### config.mk
export PLATFORM = sky130hd
export DESIGN_NAME = serial_frame_tx
export DESIGN_NICKNAME = d
export VERILOG_FILES = /design/src/rtl/serial_frame_tx.sv
export SDC_FILE = /design/constraint.sdc
export NUM_CORES = 1
export LEC_CHECK = 0
export ABC_AREA = 1
export BUFFER_PORTS_ARGS = -buffer_cell sky130_fd_sc_hd__buf_2
export CAP_MARGIN = 5
export CORE_MARGIN = 4
export CORE_UTILIZATION = 52
export DETAILED_ROUTE_END_ITERATION = 10
export HOLD_SLACK_MARGIN = 0.06
export PLACE_DENSITY = 0.73
export SLEW_MARGIN = 20
export SYNTH_ARGS = -nofsm -noshare
export SYNTH_HDL_FRONTEND = slang
export SYNTH_SLANG_ARGS = --single-unit
### constraint.sdc
create_clock -name clk -period 1.75 [get_ports clk]
set_input_delay 0.0875 -clock clk [delete_from_list [all_inputs] [get_ports clk]]
set_output_delay 0.0875 -clock clk [all_outputs]
set_load 0.02 [all_outputs]
### src/rtl/serial_frame_tx.sv
module serial_frame_tx #(
  parameter int TICKS_PER_BIT = 16
) (
  input  logic       clk,
  input  logic       rst,
  input  logic       tick16,
  input  logic [7:0] hold_data,
  input  logic       hold_load,
  input  logic [7:0] fmt,
  output logic       txd,
  output logic       hold_empty,
  output logic       shift_empty
);

  localparam int CW = $clog2(2 * TICKS_PER_BIT);
  localparam logic [CW-1:0] BIT_LAST  = CW'(TICKS_PER_BIT - 1);
  localparam logic [CW-1:0] HALF_LAST = CW'(TICKS_PER_BIT + TICKS_PER_BIT / 2 - 1);
  localparam logic [CW-1:0] TWO_LAST  = CW'(2 * TICKS_PER_BIT - 1);

  typedef enum logic [1:0] {PH_START, PH_DATA, PH_PAR, PH_STOP} phase_t;

  logic          hold_full;
  logic [7:0]    hold_q;
  logic          busy;
  phase_t        phase;
  logic [CW-1:0] cnt;
  logic [7:0]    shreg;
  logic [2:0]    bits_left;
  logic          par_en;
  logic          par_bit;
  logic [CW-1:0] stop_last;

  logic          fmt_unused;
  assign fmt_unused = ^{fmt[7], fmt[5]};

  logic          take;
  logic [7:0]    len_mask;
  logic          bit_end;
  logic          line_bit;

  assign take     = !busy && hold_full;
  assign len_mask = 8'hFF >> (2'd3 - fmt[1:0]);
  assign bit_end  = (phase == PH_STOP) ? (cnt == stop_last) : (cnt == BIT_LAST);

  always_ff @(posedge clk) begin
    if (rst) begin
      hold_full <= 1'b0;
      busy      <= 1'b0;
      phase     <= PH_STOP;
      cnt       <= '0;
      bits_left <= '0;
      par_en    <= 1'b0;
      par_bit   <= 1'b0;
      stop_last <= BIT_LAST;
      shreg     <= 8'hFF;
    end else begin
      if (hold_load) begin
        hold_q    <= hold_data;
        hold_full <= 1'b1;
      end else if (take) begin
        hold_full <= 1'b0;
      end

      if (take) begin
        busy      <= 1'b1;
        phase     <= PH_START;
        cnt       <= '0;
        shreg     <= hold_q;
        bits_left <= 3'd4 + {1'b0, fmt[1:0]};
        par_en    <= fmt[3];
        par_bit   <= (^(hold_q & len_mask)) ^ ~fmt[4];
        if (!fmt[2])
          stop_last <= BIT_LAST;
        else if (fmt[1:0] == 2'b00)
          stop_last <= HALF_LAST;
        else
          stop_last <= TWO_LAST;
      end else if (busy && tick16) begin
        if (!bit_end) begin
          cnt <= cnt + 1'b1;
        end else begin
          cnt <= '0;
          case (phase)
            PH_START: phase <= PH_DATA;
            PH_DATA: begin
              if (bits_left == 3'd0) begin
                phase <= par_en ? PH_PAR : PH_STOP;
              end else begin
                shreg     <= shreg >> 1;
                bits_left <= bits_left - 1'b1;
              end
            end
            PH_PAR:  phase <= PH_STOP;
            default: busy  <= 1'b0;
          endcase
        end
      end
    end
  end

  always_comb begin
    line_bit = 1'b1;
    if (busy) begin
      case (phase)
        PH_START: line_bit = 1'b0;
        PH_DATA:  line_bit = shreg[0];
        PH_PAR:   line_bit = par_bit;
        default:  line_bit = 1'b1;
      endcase
    end
  end

  assign txd         = line_bit & ~fmt[6];
  assign hold_empty  = ~hold_full;
  assign shift_empty = ~hold_full & ~busy;

endmodule

==> results_dict.tcl <==
set metrics [dict create \
    synth_xor_area_share_pct 1.54 \
    gp_congestion 0.835 \
    peakVddDrop_mv 0.551 \
    p_clk_share_pct 31.0 \
    multi_input_comb_area_sq_um 823 \
    max_slew.worst_pin.slew_ns 0.426 \
    cp-start-kind "flip-flop" \
    wl_per_cell_um 10.2 \
    cts_max_level 2 \
    gr-total-overflow 0 \
    r2r_slack_ns 0.24 \
    core_sq_um 3100 \
    required_ns 1.66 \
    num_vias 1507 \
    nFillCells 300 \
    max_stage_delay_ns 0.38 \
    yosysUniqueCellTypes 27 \
    drc 0 \
    cp.arrival_ns 1.49 \
    cts_tree "built" \
    area.growth.synth_to_final_pct 20.6 \
    synth.cell_area_sq_um 1710 \
    p_leak_nw 1.04 \
    antenna_found_initial 0 \
    worst-path-buf-inv 3 \
    power_density_nw_per_um2 793 \
    finalSetupViolCount 0 \
    min_period_ns 1.57 \
    maxCapViolations 0 \
    synth_seq_cells 32 \
    drt-total-wl_um 3300 \
    finalPower_mw 1.63 \
    drt-initial-drc-count 81 \
    grt_pass1_wl_um 5700 \
    layout_commonest_cell "nand2_1" \
    synth-compound-area-share_pct 7.70 \
    rsz0062_at_grt "no" \
    dp_hpwl_um 2380 \
    whs_ns 0.163 \
    cpMostUsedCell "inv_1" \
    vias_per_cell 4.68 \
    synth_fp_nets 267 \
    reg2reg_depth 10 \
    fin_crit_sh_pct 89.9 \
    intPower_mw 1.17 \
    io_pins 23 \
    port-buffer-count 20 \
    cts.path.max_buffers 2 \
    hold_violations 0 \
    syn_inst 239 \
    track_usage_pct 17.3 \
    cp_max_fo 5 \
    ant_nets 0 \
    status "completed" \
    clock-root-buffer "clkbuf_4" \
    switching_share_pct 28.2 \
    holdCritPathClass "in -> reg" \
    synth-seq-area-share_pct 42.3 \
    p_comb_share_pct 17.6 \
    start_util_pct 55.0 \
    fin_area_sq_um 2060 \
    slew_violations 0 \
    max_slew_margin_pct 71.6 \
    grt_max_degree 15 \
    rows 20 \
    power_frac_seq_pct 51.4 \
    synth_adder_area_share_pct 5.87 \
    yosys_warnings 0 \
    cpLargestDelayFamily "flip-flops" \
    clock-sinks 32 \
    cp_slowest_cell "dfxtp_2" \
    ff_latch_area_sq_um 723 \
    placed_area_sq_um 1850 \
    dr.pass1.iters 4 \
    diodes 0 \
    cts_inserted_buffers 5 \
    die_y_um 65.3 \
    finalSetupTns_ns 0 \
    worstPathCellList "inv_1, ha_1, nand2_1, nand3_1, o21bai_1, inv_1, buf_2" \
    end_kind "output pin" \
    die_area_sq_um 4260 \
    p_switching_uw 460 \
    hold-path-cell-count 5 \
    synth-simple-area-share_pct 32.9 \
    finClkSkew_ns 0.0119 \
    fmax_mhz 636 \
    final_cell_mix "nand2_1, inv_1, nand3_1" \
    synth_mux_area_share_pct 0 \
    fin_nets 305 \
    synth_top_family_by_area "simple AND/OR/NAND/NOR gates" \
    drive_gt1_share_pct 15.1 \
    crit_type "reg -> out" \
    clkLatencyLatePin_ns 0.34 \
    syn_avg_cell_area_sq_um 7.14 \
    grt_pass1_vias 1355 \
    path_clk_slew_ns 0.11 \
    cp_num_cells 7 \
    die_x_um 65.3 \
]
[power by group through the flow]
stage	logic (mW)	registers, mW	clock network, mW
finish	0.288	0.838	0.505
global route	0.332	0.845	0.554
CTS	0.286	0.837	0.515
detailed placement	0.263	0.854	0
global placement	0.256	0.853	0
floorplan	0.198	0.847	0
[worst reg2reg max path: cells and delay by family, from the launching register on]
kind | cells | cell delay (ns)
adders and majority gates | 1 | 0.20
buffers and inverters | 3 | 0.26
DFF | 1 | 0.36
and+or+nand+nor | 6 | 0.57
[synth_stat cells, drive strengths merged]
library cell,number,area share [%]
nand2,80,18
inv,35,7.7
nand3,26,7.9
dfxtp,24,28
nor2,22,5.3
o21ai,14,4.1
edfxtp,8,14
ha,8,5.9
a21oi,7,2.3
buf,4,1.8
xor2,3,1.5
and3,1,0.37
clkbuf,1,0.22
nand4,1,0.73
nor3,1,0.29
o211ai,1,0.44
o21bai,1,0.44
o31ai,1,0.44
or2,1,0.37
[path summary, 6_finish.rpt]
path | startpoint | end
min | fmt[0] | bits_left[0]$_SDFFE_PP0P_
max reg2reg | bits_left[0]$_SDFFE_PP0P_ | shreg[4]$_SDFFE_PP1P_
max | phase[1]$_SDFFE_PP1P_ | txd
min reg2reg | par_en$_SDFFE_PP0P_ | par_en$_SDFFE_PP0P_
[metrics by stage]
step	instances	setup WS (ns)	utilization, %
after floorplan	239	0.430	-
after global placement	301	0.126	59.6
after detailed placement	301	0.120	59.6
after CTS	322	0.0809	66.0
after global routing	322	0.0188	66.3
final	322	0.177	66.3
[cells by family (layout without fill, tap and decap cells)]
group,count (synthesis),count (layout)
compound gates,24,24
xor+xnor,3,3
fa+ha+maj,8,8
buf+inv,40,79
flops,32,32
simple gates,132,132
[timing repair]
item / in CTS / in global routing
setup buffers: 0 / 0
endpoints found under the setup margin: 0 / 10
gates resized for setup: 0 / 3
hold endpoints to repair: 13 / 0
hold buffers: 13 / 0
[cell type report]
class	instances	area share, %
well taps	44	2.68
clock inverters	1	0.243
multi-input cells	167	40.0
inverters	35	6.39
repair buffers	36	12.3
clock buffers	7	3.22
flip-flops and latches	32	35.2
[per-layer routing]
layer	global-route usage, %	up-vias	routed length [um]
met4	6.22	0	48
met3	5.13	6	134
met5	0	-	0
met1	21.5	649	1620
met2	28.4	25	1490
li1	-	827	-
[registers in the layout, indices dropped and copies added (netlist names)]
| signal | flops |
|---|---|
| hold_q | 8 |
| bits_left | 3 |
| busy | 1 |
| par_en | 1 |
| phase | 2 |
| cnt | 5 |
| shreg | 8 |
| par_bit | 1 |
| hold_full | 1 |
| stop_last | 2 |
Power figures use the tool's default switching activity.
